<file path="config.mk">
export PLATFORM = sky130hd
export DESIGN_NAME = exc_ctrl
export DESIGN_NICKNAME = d
export VERILOG_FILES = /design/src/rtl/exc_ctrl_pkg.sv /design/src/rtl/exc_arbiter.sv /design/src/rtl/exc_vector.sv /design/src/rtl/exc_status.sv /design/src/rtl/exc_ctrl.sv
export SDC_FILE = /design/constraint.sdc
export NUM_CORES = 1
export LEC_CHECK = 0
export BUFFER_PORTS_ARGS = -buffer_cell sky130_fd_sc_hd__buf_4
export CORE_UTILIZATION = 42
export DETAILED_ROUTE_END_ITERATION = 10
export PLACE_DENSITY = 0.76
export SLEW_MARGIN = 20
export SYNTH_ARGS = -nofsm -noshare
export SYNTH_HDL_FRONTEND = slang
export SYNTH_SLANG_ARGS = --single-unit
</file>
<file path="constraint.sdc">
create_clock -name clk_i -period 0.8 [get_ports clk_i]
set_input_delay 0.04 -clock clk_i [delete_from_list [all_inputs] [get_ports clk_i]]
set_output_delay 0.04 -clock clk_i [all_outputs]
set_load 0.005 [all_outputs]
</file>
<file path="src/rtl/exc_ctrl_pkg.sv">
package exc_ctrl_pkg;
  localparam int NUM_EXC = 7;
  localparam int MODE_W  = 5;
  localparam int SR_I    = 8;
  localparam int SR_F    = 7;
  localparam int SR_T    = 6;

  typedef enum logic [2:0] {
    EXC_RST  = 3'd0,
    EXC_UND  = 3'd1,
    EXC_SWI  = 3'd2,
    EXC_PABT = 3'd3,
    EXC_DABT = 3'd4,
    EXC_IRQ  = 3'd5,
    EXC_FIQ  = 3'd6
  } exc_e;

  typedef enum logic [MODE_W-1:0] {
    M_USR = 5'b10000,
    M_FIQ = 5'b10001,
    M_IRQ = 5'b10010,
    M_SVC = 5'b10011,
    M_ABT = 5'b10111,
    M_UND = 5'b11011,
    M_SYS = 5'b11111
  } mode_e;

  // rank 0 is the highest priority
  function automatic exc_e prio_at(input int rank);
    case (rank)
      0:       return EXC_RST;
      1:       return EXC_DABT;
      2:       return EXC_FIQ;
      3:       return EXC_IRQ;
      4:       return EXC_PABT;
      5:       return EXC_UND;
      default: return EXC_SWI;
    endcase
  endfunction

  function automatic mode_e target_mode(input exc_e k);
    case (k)
      EXC_UND:           return M_UND;
      EXC_PABT, EXC_DABT: return M_ABT;
      EXC_IRQ:           return M_IRQ;
      EXC_FIQ:           return M_FIQ;
      default:           return M_SVC;
    endcase
  endfunction

  function automatic logic [4:0] vec_off(input exc_e k);
    case (k)
      EXC_UND:  return 5'h04;
      EXC_SWI:  return 5'h08;
      EXC_PABT: return 5'h0C;
      EXC_DABT: return 5'h10;
      EXC_IRQ:  return 5'h18;
      EXC_FIQ:  return 5'h1C;
      default:  return 5'h00;
    endcase
  endfunction
endpackage

</file>
<file path="src/rtl/exc_arbiter.sv">
module exc_arbiter
  import exc_ctrl_pkg::*;
(
  input  logic               clk_i,
  input  logic               rst_ni,
  input  logic [NUM_EXC-1:0] req_i,
  input  logic               irq_off_i,
  input  logic               fiq_off_i,
  output logic               take_o,
  output exc_e               kind_o,
  output logic [NUM_EXC-1:0] grant_o
);
  logic [NUM_EXC-1:0] eff;

  always_comb begin
    eff = req_i;
    eff[EXC_IRQ] = req_i[EXC_IRQ] & ~irq_off_i;
    eff[EXC_FIQ] = req_i[EXC_FIQ] & ~fiq_off_i;
  end

  always_comb begin
    kind_o = EXC_RST;
    for (int r = NUM_EXC - 1; r >= 0; r--) begin
      if (eff[prio_at(r)]) kind_o = prio_at(r);
    end
  end

  assign take_o  = |eff;
  assign grant_o = take_o ? (NUM_EXC'(1) << kind_o) : '0;

  assert_grant_onehot_R1: assert property (@(posedge clk_i) disable iff (!rst_ni)
    $onehot0(grant_o) && ((grant_o & ~req_i) == '0));
  assert_reset_wins_R1: assert property (@(posedge clk_i) disable iff (!rst_ni)
    req_i[EXC_RST] |-> grant_o[EXC_RST]);
endmodule

</file>
<file path="src/rtl/exc_vector.sv">
module exc_vector
  import exc_ctrl_pkg::*;
#(
  parameter int          XLEN    = 32,
  parameter logic [31:0] HI_BASE = 32'hFFFF_0000
) (
  input  exc_e            kind_i,
  input  logic            hivec_i,
  output logic [XLEN-1:0] addr_o
);
  localparam logic [XLEN-1:0] BASE_HI = XLEN'(HI_BASE);

  logic [XLEN-1:0] base;
  assign base   = hivec_i ? BASE_HI : '0;
  assign addr_o = base | XLEN'(vec_off(kind_i));
endmodule

</file>
<file path="src/rtl/exc_status.sv">
module exc_status
  import exc_ctrl_pkg::*;
#(
  parameter int XLEN = 32
) (
  input  logic [XLEN-1:0] sr_i,
  input  exc_e            kind_i,
  output logic [XLEN-1:0] sr_o,
  output mode_e           mode_o
);
  always_comb begin
    mode_o = target_mode(kind_i);
    sr_o = sr_i;
    sr_o[MODE_W-1:0] = mode_o;
    sr_o[SR_I] = 1'b1;
    sr_o[SR_T] = 1'b0;
    if (kind_i == EXC_FIQ || kind_i == EXC_RST) sr_o[SR_F] = 1'b1;
  end
endmodule

</file>
<file path="src/rtl/exc_ctrl.sv">
module exc_ctrl
  import exc_ctrl_pkg::*;
#(
  parameter int          XLEN    = 32,
  parameter logic [31:0] HI_BASE = 32'hFFFF_0000,
  parameter int          IRQ_ADJ = 4
) (
  input  logic              clk_i,
  input  logic              rst_ni,
  input  logic [6:0]        exc_req_i,
  input  logic              hivec_i,
  input  logic              ret_i,
  input  logic              sr_wr_i,
  input  logic [XLEN-1:0]   sr_wdata_i,
  input  logic [XLEN-1:0]   sr_i,
  input  logic [XLEN-1:0]   spsr_i,
  input  logic [XLEN-1:0]   pc_i,
  input  logic [XLEN-1:0]   lr_i,
  output logic              sr_we_o,
  output logic [XLEN-1:0]   sr_o,
  output logic              spsr_we_o,
  output logic [4:0]        spsr_mode_o,
  output logic [XLEN-1:0]   spsr_o,
  output logic              lr_we_o,
  output logic [4:0]        lr_mode_o,
  output logic [XLEN-1:0]   lr_o,
  output logic              pc_we_o,
  output logic [XLEN-1:0]   pc_o,
  output logic              vec_high_o
);
  localparam logic [XLEN-1:0] ADJ = XLEN'(IRQ_ADJ);

  logic               take;
  exc_e               kind;
  logic [NUM_EXC-1:0] grant;
  logic [XLEN-1:0]    vec_addr;
  logic [XLEN-1:0]    entry_sr;
  mode_e              entry_mode;
  logic [MODE_W-1:0]  cur_mode;
  logic               priv, ret_ok, wr_ok;
  logic [XLEN-1:0]    ret_pc;

  exc_arbiter u_arb (
    .clk_i     (clk_i),
    .rst_ni    (rst_ni),
    .req_i     (exc_req_i),
    .irq_off_i (sr_i[SR_I]),
    .fiq_off_i (sr_i[SR_F]),
    .take_o    (take),
    .kind_o    (kind),
    .grant_o   (grant)
  );

  exc_vector #(.XLEN(XLEN), .HI_BASE(HI_BASE)) u_vec (
    .kind_i  (kind),
    .hivec_i (hivec_i),
    .addr_o  (vec_addr)
  );

  exc_status #(.XLEN(XLEN)) u_sts (
    .sr_i   (sr_i),
    .kind_i (kind),
    .sr_o   (entry_sr),
    .mode_o (entry_mode)
  );

  assign cur_mode = sr_i[MODE_W-1:0];
  assign priv     = cur_mode != M_USR;
  assign ret_ok   = ret_i && priv && (cur_mode != M_SYS);
  assign wr_ok    = sr_wr_i && priv;
  assign ret_pc   = (cur_mode == M_IRQ) ? lr_i - ADJ : lr_i;

  always_ff @(posedge clk_i or negedge rst_ni) begin
    if (!rst_ni) begin
      sr_we_o     <= 1'b0;
      sr_o        <= '0;
      spsr_we_o   <= 1'b0;
      spsr_mode_o <= '0;
      spsr_o      <= '0;
      lr_we_o     <= 1'b0;
      lr_mode_o   <= '0;
      lr_o        <= '0;
      pc_we_o     <= 1'b0;
      pc_o        <= '0;
      vec_high_o  <= 1'b0;
    end else begin
      sr_we_o   <= 1'b0;
      spsr_we_o <= 1'b0;
      lr_we_o   <= 1'b0;
      pc_we_o   <= 1'b0;
      if (take) begin
        sr_we_o     <= 1'b1;
        sr_o        <= entry_sr;
        spsr_we_o   <= 1'b1;
        spsr_mode_o <= entry_mode;
        spsr_o      <= sr_i;
        lr_we_o     <= 1'b1;
        lr_mode_o   <= entry_mode;
        lr_o        <= pc_i;
        pc_we_o     <= 1'b1;
        pc_o        <= vec_addr;
        vec_high_o  <= hivec_i;
      end else if (ret_ok) begin
        sr_we_o <= 1'b1;
        sr_o    <= spsr_i;
        pc_we_o <= 1'b1;
        pc_o    <= ret_pc;
      end else if (wr_ok) begin
        sr_we_o <= 1'b1;
        sr_o    <= sr_wdata_i;
      end
    end
  end

  assert_entry_strobes_R5: assert property (@(posedge clk_i) disable iff (!rst_ni)
    spsr_we_o |-> (lr_we_o && pc_we_o && sr_we_o && spsr_mode_o == lr_mode_o
                   && spsr_mode_o == sr_o[MODE_W-1:0]));
  assert_entry_masks_R4: assert property (@(posedge clk_i) disable iff (!rst_ni)
    spsr_we_o |-> (sr_o[SR_I] && !sr_o[SR_T] && sr_o[XLEN-1:9] == spsr_o[XLEN-1:9]));
  assert_vec_aligned_R3: assert property (@(posedge clk_i) disable iff (!rst_ni)
    spsr_we_o |-> (pc_o[1:0] == 2'b00 && pc_o[XLEN-1:5] == (vec_high_o ? XLEN'(HI_BASE) >> 5 : '0)));
  assert_irq_masked_R2: assert property (@(posedge clk_i) disable iff (!rst_ni)
    (spsr_we_o && lr_mode_o == M_IRQ) |-> !$past(sr_i[SR_I]));
  assert_user_ignored_R7: assert property (@(posedge clk_i) disable iff (!rst_ni)
    (sr_we_o && !spsr_we_o) |-> $past(sr_i[MODE_W-1:0]) != M_USR);
  assert_no_spurious_R9: assert property (@(posedge clk_i) disable iff (!rst_ni)
    !$past(|exc_req_i || ret_i || sr_wr_i) |-> !(sr_we_o || pc_we_o || lr_we_o || spsr_we_o));
  assert_return_no_save_R6: assert property (@(posedge clk_i) disable iff (!rst_ni)
    (pc_we_o && !lr_we_o) |-> !spsr_we_o);
endmodule

</file>
==> flow_summary.json, run 1 <==
{
  "ctsHtreeMaxLevel": 4,
  "synth_top_cell_by_area": "sky130_fd_sc_hd__dfrtp_1",
  "yosys.area_share.xor_xnor_pct": 4.05,
  "yosysUniqueCellTypes": 53,
  "gp_routability_congestion": 0.914,
  "clock_path_buffers": 2,
  "die_x_um": 124,
  "synth-simple-area-share_pct": 24.1,
  "std_cell_rows": 44,
  "error_message": "[ERROR DPL-0038] Utilization greater than 100%, impossible to legalize",
  "clkSinkCount": 137,
  "initial_util_pct": 43.2,
  "grt_start_max_net_pins": 33,
  "synthMuxAreaShare_pct": 0.159,
  "port-buffer-count": 314,
  "post_dp_cell_area_um2": 9950,
  "cts_root_buf": "sky130_fd_sc_hd__clkbuf_16",
  "cts_made_buffers": 17,
  "synth_edf_count": 0,
  "synth_top_area_share_pct": 54.6,
  "asyncSetResetFlopFracSynth_pct": 100,
  "synthAdderAreaFrac_pct": 0.199,
  "complex_gate_fraction_of_the_synthesized_area_pct": 13.1,
  "dp_hpwl_um": 17300,
  "grt_repair_worst_endpoint": "pc_o[21]$_DFFE_PN0P_/D",
  "main_combinational_cell_family_by_area_after_synthesis": "simple AND/OR/NAND/NOR gates",
  "synth_flop_cell": "sky130_fd_sc_hd__dfrtp_1",
  "ys_seq_elements": 137,
  "place.detailed.instances": 1269,
  "syn_nets": 877,
  "postSynthCellCount": 704,
  "yosysMostFrequentCell": "sky130_fd_sc_hd__nand2_1",
  "floorplan.die.height_um": 124,
  "synth.cells.most_frequent": "sky130_fd_sc_hd__nand2_1, sky130_fd_sc_hd__dfrtp_1, sky130_fd_sc_hd__o21ai_0",
  "synth.yosys.warnings": 0,
  "synthesis.area_um2": 6280,
  "result_of_the_run": "aborted with a tool error",
  "syn-mean-instance-area_um2": 8.91,
  "pin_count": 315,
  "synthTopCellsByArea": "sky130_fd_sc_hd__dfrtp_1, sky130_fd_sc_hd__nand2_1, sky130_fd_sc_hd__o21ai_0, sky130_fd_sc_hd__nor2_1, sky130_fd_sc_hd__xor2_1",
  "flow.stopped_at": "global routing (5_1_grt)",
  "worst-endpoint-pin-kind": "register data pin",
  "synth_sequential_area_ratio_pct": 54.6
}
-- timing repair --
action / 4_1_cts
gates resized for setup: 247
buffers inserted: 59
endpoints found under the setup margin: 276
hold buffers: 125
pin swaps: 34
gates cloned: 14
endpoints found under the hold margin: 238
-- metrics by stage --
| stage | setup WS, ps | TNS (ps) |
|---|---|---|
| after floorplan | -1100 | -55440 |
| after global placement | -1190 | -94990 |
| after detailed placement | -1190 | -99710 |
| after CTS | -713 | -68290 |
-- kinds of logic after synthesis --
kind of cell,Yosys count
fa+ha+maj,1
xor+xnor,29
buf+inv,54
compound gates,137
simple gates,345
mux,1
flops,137
==> inputs of run 2 (changes only) <==
CORE_UTILIZATION = 31   (was 42)
PLACE_DENSITY = unset   (was 0.76)
PLACE_DENSITY_LB_ADDON = 0.15   (was unset)
clock period = 1 ns   (was 0.8 ns; I/O delays follow)
==> run 2 against run 1 <==
  * The flow now finishes, with violations (negative setup slack)
  * Synthesized area stayed put
  * Synthesized cell count unchanged
==> flow_summary.json, run 2 <==
{
  "result_of_the_run": "finished with violations",
  "violations": "negative setup slack",
  "critical_path_class": "input pin to register",
  "design.die.area_um2": 20800,
  "route.antenna.remaining_nets": 0,
  "clock_path_buffers": 2,
  "clkPwrFrac_pct": 40.9,
  "pin_count": 315,
  "crit_path_depth": 6,
  "timing.fmax_mhz": 676,
  "period_share_pct": 148,
  "cp_slowest_stage_delay_ps": 550,
  "routed_via_density": 4.77,
  "synth.cells.most_frequent": "sky130_fd_sc_hd__nand2_1, sky130_fd_sc_hd__dfrtp_1, sky130_fd_sc_hd__o21ai_0",
  "asyncSetResetFlopFracSynth_pct": 100,
  "cts_root_buf": "sky130_fd_sc_hd__clkbuf_16",
  "drc_errors": 0,
  "synthesis.area_um2": 6280,
  "synth_sequential_area_ratio_pct": 54.6,
  "syn_nets": 877,
  "pwr_density_cell_nw_per_um2": 1130,
  "maxCapViolCount": 0,
  "worstPathMaxFanout": 3,
  "synth_top_area_share_pct": 54.6,
  "timing.critical_path.cells": "buf_6 -> or4_4 -> or4_4 -> nor4_4 -> xor2_1 -> a221o_1",
  "p_comb_share_pct": 19.9,
  "first_pass_grt_wire_length_um": 41200,
  "total_core_area_um2": 19700,
  "synthTopCellsByArea": "sky130_fd_sc_hd__dfrtp_1, sky130_fd_sc_hd__nand2_1, sky130_fd_sc_hd__o21ai_0, sky130_fd_sc_hd__nor2_1, sky130_fd_sc_hd__xor2_1",
  "drt-initial-drc-count": 261,
  "setup.reg_to_reg.worst_slack_ps": 40,
  "port-buffer-count": 314,
  "ys_seq_elements": 137,
  "place.detailed.instances": 1344,
  "rsz0062_at_grt": "true",
  "die_x_um": 144,
  "setup.worst_path.start": "lr_i[6]",
  "insertion_delay_ps": 420,
  "groute.layer.met1.usage_pct": 28.9,
  "synth.yosys.warnings": 0,
  "finished_layout_cells": 1602,
  "r2r-start": "pc_o[19]",
  "ctsHtreeMaxLevel": 4,
  "yosysMostFrequentCell": "sky130_fd_sc_hd__nand2_1",
  "clkSinkCount": 137,
  "synth_flop_cell": "sky130_fd_sc_hd__dfrtp_1",
  "cp.arrival_ps": 1790,
  "grt_start_max_net_pins": 67,
  "grt_use_met3_pct": 7.85,
  "p_seq_share_pct": 39.2,
  "detailedPlace.worstSlack_ps": -1030,
  "critical_path_start_type": "input pin",
  "initial_util_pct": 31.9,
  "finalMaxSlewViolations": 0,
  "worstMarginPinSlew_ps": 398,
  "global_route_track_usage_on_met2_pct": 46.8,
  "p_switching_mw": 3.95,
  "cts_made_buffers": 17,
  "worstPathBufferInverterCount": 1,
  "layout_common_cells": "sky130_fd_sc_hd__buf_4, sky130_fd_sc_hd__nand2_1, sky130_fd_sc_hd__buf_6",
  "critical_path_required_ps": 1310,
  "crit_top_cell": "sky130_fd_sc_hd__or4_4",
  "finalClockSkew_ps": 0,
  "hold_class": "input pin to register",
  "post_drt_wl_per_cell_um": 17.9,
  "grt_antenna_before_repair": 1,
  "crit_path_end_kind": "register",
  "grt_usage_pct": 26.4,
  "std_cell_rows": 51,
  "synth_top_cell_by_area": "sky130_fd_sc_hd__dfrtp_1",
  "detail_route.wirelength_um": 28700,
  "family_of_cells_with_the_greatest_summed_delay_on_the_critical_path": "simple AND/OR/NAND/NOR gates",
  "reg2regPathDepth": 2,
  "clk_pin_slew_worst_paths_ps": 70,
  "max-vdd-ir-drop_v": 0.00116,
  "global_route.overflow_total": 0,
  "grt_busiest_layer": "met2",
  "final_layout_size_suffix_gt1_share_pct": 46.6,
  "syn-mean-instance-area_um2": 8.91,
  "dr_total_vias": 7645,
  "syn_to_final_growth_pct": 117,
  "first_global_vias": 7781,
  "dp_hpwl_um": 17700,
  "rr_endpoint": "pc_o[19]",
  "hold_viol": 0,
  "worst_path_max_delay_cell": "sky130_fd_sc_hd__or4_4",
  "yosysUniqueCellTypes": 53,
  "synth_edf_count": 0,
  "total_leakage_power_nw": 6.45,
  "timing.final.ws_setup_ps": -480,
  "gp_routability_congestion": 0.856,
  "intPower_mw": 11.5,
  "slew_headroom_pct": 73.2,
  "fin_crit_ps": 1480,
  "drt_pre_antenna_iters": 4,
  "postSynthCellCount": 704,
  "design.final.nets": 1495,
  "tritoncts": "yes",
  "critical_path.endpoint": "pc_o[19]",
  "mostFrequentLayoutCell": "sky130_fd_sc_hd__buf_4",
  "power_switching_share_pct": 25.6,
  "floorplan.die.height_um": 144,
  "final_setup_viols": 100
}
## run 2: cell counts after synthesis
Identical to the previous run, type by type.
## run 2: area by class of cell
class	instances	area (µm²)
clock inverter	14	149
fill	1490	6020
timing repair buffer	646	6230
antenna	2	5.00
inverter	7	41.3
multi-input combinational	513	3020
clock buffer	18	429
tap	265	332
sequential	137	3430
## run 2: worst min-delay path by stage
stage | from | to | cells after the start
after floorplan | rst_ni | lr_mode_o[0] | 0
after global placement | rst_ni | lr_o[13] | 1
after detailed placement | rst_ni | lr_o[17] | 1
after CTS | lr_i[21] | pc_o[21] | 4
after global routing | lr_i[18] | pc_o[18] | 4
final | sr_wdata_i[1] | sr_o[1] | 4
## run 2: timing repair
action | 4_1_cts | 5_1_grt
endpoints found under the setup margin | 179 | 271
buffers inserted | 44 | 42
gates cloned | 7 | 2
pin swaps | 38 | 27
hold buffers | 133 | 1
hold endpoints to repair | 242 | 1
resized for setup | 187 | 81
## run 2: worst register-to-register path, delay by kind of cell (launching register included)
family                 cells  cell delay, ps
DFF                        1             410
AOI/OAI and AO/OA          1             300
buffers and inverters      1             150
## run 2: logic make-up after synthesis
family | count (synthesis) | share of synthesized area, %
flops | 137 | 54.6
mux | 1 | 0.159
buf+inv | 54 | 3.79
xor+xnor | 29 | 4.05
fa+ha+maj | 1 | 0.199
simple gates | 345 | 24.1
compound gates | 137 | 13.1
## run 2: layer usage
| layer | up-vias | wire, µm |
|---|---|---|
| met5 | - | 0 |
| met4 | 0 | 1160 |
| met3 | 72 | 2080 |
| met2 | 296 | 14500 |
| met1 | 3666 | 11000 |
| li1 | 3611 | - |
## run 2: through the flow
stage | setup TNS (ps) | util, % | instance area [µm²] | hold slack [ps] | total power, mW
after global routing | -30020 | 69.4 | 13600 | 6.24 | 16.0
after global placement | -76820 | 50.3 | 9880 | -81.8 | 8.16
after floorplan | -31300 | - | 6620 | -246 | 6.61
final | -23920 | 69.4 | 13600 | 5.21 | 15.4
after detailed placement | -78640 | 50.3 | 9880 | -83.7 | 8.18
after CTS | -23350 | 66.3 | 13000 | 0.772 | 15.3
## run 2: power by group through the flow
| stage | Clock, mW | Combinational, mW | Sequential [mW] |
|---|---|---|---|
| final | 6.31 | 3.07 | 6.05 |
| after global routing | 6.64 | 3.30 | 6.07 |
| after CTS | 6.44 | 2.84 | 6.02 |
| after detailed placement | 0 | 2.10 | 6.08 |
| after global placement | 0 | 2.09 | 6.07 |
| after floorplan | 0 | 0.523 | 6.09 |
Power figures use the tool's default switching activity.
==> inputs of run 3 (changes only) <==
CORE_UTILIZATION = 40   (was 31)
REMOVE_ABC_BUFFERS = 1   (was unset)
==> run 3 against run 2 <==
  * Critical path depth grew 2
  * Sequential share of layout area shrank 1.1 points
  * Worst hold slack gained 12 ps
  * Design area grew 4.3%
  * Worst setup slack lost 230 ps
  * Critical endpoint is now pc_o[23]
  * Fmax shrank 14%
  * The flow still finishes with violations (negative setup slack)
  * Power grew 10%
  * Wire length grew 53%
  * Global-route usage grew 9.3 points
  * Final cell count shrank 2.4%
  * Clock skew is the same
  * Via count grew 26%
==> flow_summary.json, run 3 (same netlist as run 2, synthesis figures left out) <==
{
  "result_of_the_run": "finished with violations",
  "violations": "negative setup slack",
  "crit_path_end_kind": "register",
  "gp_routability_congestion": 0.875,
  "design.die.area_um2": 16200,
  "grt_usage_pct": 35.7,
  "mostFrequentLayoutCell": "sky130_fd_sc_hd__buf_4",
  "grt_start_max_net_pins": 47,
  "hold_end": "pc_o[15]",
  "cts_root_buf": "sky130_fd_sc_hd__clkbuf_16",
  "cp_slowest_stage_delay_ps": 580,
  "timing.final.ws_setup_ps": -712,
  "port-buffer-count": 314,
  "worst_path_max_delay_cell": "sky130_fd_sc_hd__or4b_4",
  "die_x_um": 127,
  "family_of_cells_with_the_greatest_summed_delay_on_the_critical_path": "simple AND/OR/NAND/NOR gates",
  "critical_path_class": "input pin to register",
  "detailedPlace.worstSlack_ps": -1070,
  "final_setup_viols": 242,
  "grt_antenna_before_repair": 7,
  "hold_viol": 0,
  "dp_hpwl_um": 15900,
  "period_share_pct": 171,
  "slew_headroom_pct": 66.8,
  "layout_common_cells": "sky130_fd_sc_hd__buf_4, sky130_fd_sc_hd__nand2_1, sky130_fd_sc_hd__buf_6",
  "finalClockSkew_ps": 0,
  "dr_total_vias": 9627,
  "clk_pin_slew_worst_paths_ps": 60,
  "setup.reg_to_reg.worst_slack_ps": -140,
  "hold_class": "input pin to register",
  "pwr_density_cell_nw_per_um2": 1190,
  "num-fill-cells": 440,
  "clkSinkCount": 137,
  "drc_errors": 0,
  "crit_path_depth": 8,
  "drt_pre_antenna_iters": 6,
  "critical_path_required_ps": 1320,
  "initial_util_pct": 41.1,
  "route.antenna.remaining_nets": 0,
  "worstPathBufferInverterCount": 3,
  "routed_via_density": 6.16,
  "std_cell_rows": 45,
  "global_route.overflow_total": 0,
  "fin_crit_ps": 1710,
  "first_global_vias": 8404,
  "final_layout_size_suffix_gt1_share_pct": 53.5,
  "worstPathMaxFanout": 3,
  "rsz0062_at_grt": "true",
  "first_pass_grt_wire_length_um": 44000,
  "cts_made_buffers": 17,
  "post_drt_wl_per_cell_um": 28.1,
  "insertion_delay_ps": 440,
  "rr_endpoint": "spsr_o[30]",
  "drt-initial-drc-count": 1188,
  "crit_top_cell": "sky130_fd_sc_hd__buf_6",
  "pin_count": 315,
  "finished_layout_cells": 1563,
  "design.final.nets": 1508,
  "reg2regPathDepth": 3,
  "r2r-start": "spsr_o[30]",
  "tritoncts": "yes",
  "total_leakage_power_nw": 6.61,
  "total_core_area_um2": 15300,
  "detail_route.wirelength_um": 44000,
  "worstMarginPinSlew_ps": 497,
  "clock_path_buffers": 2,
  "timing.fmax_mhz": 584,
  "max-vdd-ir-drop_v": 0.00121,
  "finalMaxSlewViolations": 0,
  "timing.critical_path.cells": "buf_6 -> or4b_4 -> buf_6 -> nor2_1 -> buf_4 -> nand4b_1 -> xnor2_1 -> a221o_1",
  "syn_to_final_growth_pct": 127,
  "critical_path_start_type": "input pin",
  "ctsHtreeMaxLevel": 4,
  "floorplan.die.height_um": 127,
  "cp.arrival_ps": 2030,
  "worst_hold_startpoint": "lr_i[15]",
  "min_path_cells": 4,
  "finalSetupTns_ps": -34820,
  "maxCapViolCount": 0,
  "place.detailed.instances": 1290,
  "hold_slack_ps": 17.5
}
## run 3: worst reg2reg max path, delay by kind of cell (launching register included)
family / cells / cell delay [ps]
buf+inv: 1 / 160
flops: 1 / 430
simple gates: 2 / 330
## run 3: per-layer routing
layer	up-vias	wire length [µm]	global-route usage, %	share of wire (%)
li1	3645	-	-	-
met1	4524	14000	39.2	32
met2	1031	18900	62.0	43
met3	415	6370	8.75	14
met4	12	4520	22.3	10
met5	-	207	0	0.47
## run 3: worst max-delay path by stage
| stage | startpoint | slack [ps] | to |
|---|---|---|---|
| final | sr_i[0] | -710 | pc_o[23] |
| after global routing | sr_i[8] | -740 | sr_o[12] |
| after CTS | lr_i[6] | -520 | pc_o[19] |
| after detailed placement | sr_i[0] | -1070 | pc_o[19] |
| after global placement | sr_i[0] | -1060 | pc_o[19] |
| after floorplan | exc_req_i[0] | -4230 | sr_o[1] |
## run 3: repair_timing
item / 4_1_cts / 5_1_grt
setup buffers: 33 / 74
endpoints found under the hold margin: 234 / 0
hold buffers: 125 / 0
gates cloned: 6 / 10
pin swaps: 39 / 88
endpoints found under the setup margin: 183 / 240
gates resized for setup: 239 / 226
## run 3: where the power goes
part / total (mW) / internal (mW) / leakage, nW / switching (mW)
logic: 3.63 / 2.03 / 4.69 / 1.60
registers: 6.10 / 5.82 / 1.61 / 0.283
clock network: 7.24 / 4.44 / 0.307 / 2.80
total: 17.0 / 12.3 / 6.61 / 4.69
## run 3: per-stage QoR
stage / area [µm²] / util, % / power, mW
after floorplan: 6060 / - / 6.52
after global placement: 9620 / 63.0 / 8.06
after detailed placement: 9620 / 63.0 / 8.10
after CTS: 12800 / 83.7 / 15.7
after global routing: 14200 / 93.2 / 17.3
final: 14200 / 93.2 / 17.0
## run 3: layout make-up
type,count,area [µm²],share of cell area [%]
sequential,137,3430,24.1
tap,211,264,1.86
timing repair buffer,659,6360,44.7
inverter,7,41.3,0.290
clock buffer,18,429,3.02
antenna,4,10.0,0.0704
clock inverter,14,221,1.56
multi-input combinational,513,3470,24.4
==> inputs of run 4 (changes only) <==
BUFFER_PORTS_ARGS = -buffer_cell sky130_fd_sc_hd__buf_2   (was -buffer_cell sky130_fd_sc_hd__buf_4)
HOLD_SLACK_MARGIN = 0.02   (was unset)
==> run 4 against run 3 <==
  * Final cell count is 2.2% lower
  * Sequential power is 2% lower
  * The run still ends with negative setup slack left
  * Largest power group is now sequential cells
  * Wire length is 38% lower
  * Critical endpoint is now pc_o[19]
  * Design area is 15% lower
  * Utilization is 14 points lower
  * First-iteration DRC count is 58% lower
  * Critical path type unchanged
==> flow_summary.json, run 4 (same netlist as run 2, synthesis figures left out) <==
{
  "result_of_the_run": "finished with violations",
  "violations": "negative setup slack",
  "drt-initial-drc-count": 496,
  "hold_viol": 0,
  "first_pass_grt_wire_length_um": 38200,
  "post_dp_cell_area_um2": 8880,
  "p_switching_mw": 3.75,
  "finalClockSkew_ps": 0,
  "layout_common_cells": "sky130_fd_sc_hd__buf_2, sky130_fd_sc_hd__nand2_1, sky130_fd_sc_hd__buf_4",
  "critical_path_start_type": "input pin",
  "design.final.nets": 1478,
  "std_cell_rows": 45,
  "post_drt_wl_per_cell_um": 17.8,
  "drc_errors": 0,
  "timing.final.ws_setup_ps": -552,
  "gp_routability_congestion": 0.865,
  "detail_route.wirelength_um": 27300,
  "clkSinkCount": 137,
  "syn_to_final_growth_pct": 92.9,
  "p_seq_share_pct": 41.2,
  "dr_total_vias": 7888,
  "grt_antenna_before_repair": 0,
  "global_route.overflow_total": 0,
  "route.antenna.remaining_nets": 0,
  "clkPwrFrac_pct": 41.0,
  "cts_root_buf": "sky130_fd_sc_hd__clkbuf_16",
  "final_setup_viols": 99,
  "grt_start_max_net_pins": 51,
  "max-vdd-ir-drop_v": 0.00119,
  "clock_path_buffers": 2,
  "worstMarginPinSlew_ps": 449,
  "crit_path_end_kind": "register",
  "ctsHtreeMaxLevel": 4,
  "fin_crit_ps": 1550,
  "initial_util_pct": 41.1,
  "tritoncts": "yes",
  "clk_pin_slew_worst_paths_ps": 60,
  "critical_path_required_ps": 1300,
  "cts_made_buffers": 17,
  "dp_hpwl_um": 15700,
  "timing.fmax_mhz": 644,
  "finished_layout_cells": 1529,
  "layout.cell_area.non_filler_um2": 12100,
  "total_core_area_um2": 15300,
  "mostFrequentLayoutCell": "sky130_fd_sc_hd__buf_2",
  "cp.arrival_ps": 1860,
  "place.detailed.instances": 1295,
  "m1WireLength_um": 9910,
  "maxCapViolCount": 0,
  "worstPathMaxFanout": 4,
  "floorplan.die.height_um": 127,
  "drt_pre_antenna_iters": 5,
  "routed_via_density": 5.16,
  "pwr_density_cell_nw_per_um2": 1200,
  "grt_usage_pct": 30.6,
  "period_share_pct": 155,
  "top_signal_layer_used": "met4",
  "finalMaxSlewViolations": 0,
  "multiInputGateArea_um2": 3170,
  "first_global_vias": 7703,
  "design.die.area_um2": 16200,
  "detailroute.wirelength.met3_um": 2010,
  "power_switching_share_pct": 25.8,
  "p_comb_share_pct": 17.9,
  "slew_headroom_pct": 69.8,
  "die_x_um": 127,
  "num-fill-cells": 905,
  "rsz0062_at_grt": "true",
  "insertion_delay_ps": 430,
  "critical_path_class": "input pin to register",
  "reg2regPathDepth": 2,
  "final-seq-area_um2": 3430,
  "final_layout_size_suffix_gt1_share_pct": 47.5,
  "min_path_cells": 4,
  "intPower_mw": 10.8,
  "hold_class": "input pin to register",
  "port-buffer-count": 314,
  "met2_length_um": 14100,
  "total_leakage_power_nw": 5.89,
  "pin_count": 315
}
run 4: changes by cell type in the layout (fill, tap and decap cells not counted), sizes merged:
cell         previous run  this run
clkbuf                 26        19
clkinv                  6         8
buf                   526       497
dlygate4sd3           125       132
clkinvlp                3         2
inv                     7         8
bufinv                  5         1
diode                   4         1
run 4: stage by stage:
step / power [mW] / util [%] / setup TNS (ps) / hold WS (ps) / worst slack [ps]
3_5_place_dp: 7.75 / 58.2 / -88550 / -95.7 / -1070
5_1_grt: 15.0 / 79.3 / -30040 / 38.4 / -590
4_1_cts: 14.2 / 74.9 / -22330 / 21.6 / -519
2_1_floorplan: 6.52 / - / -373630 / -246 / -4230
6_report: 14.5 / 79.3 / -25840 / 14.7 / -552
3_3_place_gp: 7.73 / 58.2 / -87480 / -93.2 / -1060
run 4: layout make-up:
class | count | share of cell area [%]
repair buffers | 629 | 38.4
flip-flops and latches | 137 | 28.3
multi-input cells | 513 | 26.2
clock buffers | 19 | 3.74
well taps | 211 | 2.18
clock inverters | 12 | 0.837
inverters | 7 | 0.300
diodes | 1 | 0.0207
run 4: worst max-delay path, cell delays in order:
cell and delay [ps]:
sky130_fd_sc_hd__buf_6 90, sky130_fd_sc_hd__or4_4 550, sky130_fd_sc_hd__or4_4 580, sky130_fd_sc_hd__nor4_4 170, sky130_fd_sc_hd__xor2_1 90, sky130_fd_sc_hd__a221o_1 320
run 4: what timing repair did:
action	CTS	global route
gates resized for setup	128	77
hold endpoints to repair	241	0
gates cloned	1	0
setup endpoints to repair	145	227
hold buffers	132	0
buffers inserted	22	50
pin swaps	34	31
run 4: final timing paths:
| path | start | to | slack [ps] |
|---|---|---|---|
| worst max register to register | pc_o[23] | pc_o[23] | 70 |
| worst min-delay path | lr_i[27] | pc_o[27] | 10 |
| worst max-delay path | lr_i[6] | pc_o[19] | -550 |
| max in group asynchronous | rst_ni | lr_o[10] | 450 |
| min in group asynchronous | rst_ni | lr_o[27] | 30 |
| worst min register to register | lr_o[11] | lr_o[11] | 460 |
run 4: power groups by stage:
| stage | sequential [mW] | clock, mW | combinational (mW) |
|---|---|---|---|
| finish | 5.99 | 5.96 | 2.60 |
| global placement | 6.05 | 0 | 1.68 |
| detailed placement | 6.06 | 0 | 1.70 |
| floorplan | 6.09 | 0 | 0.426 |
| CTS | 5.99 | 5.99 | 2.26 |
| global route | 6.01 | 6.23 | 2.78 |
run 4: metal layers:
| layer | global-route usage [%] | up-vias |
|---|---|---|
| met5 | 0 | - |
| met4 | 18.1 | 0 |
| met3 | 7.79 | 113 |
| met2 | 53.9 | 391 |
| met1 | 33.4 | 3808 |
| li1 | - | 3576 |
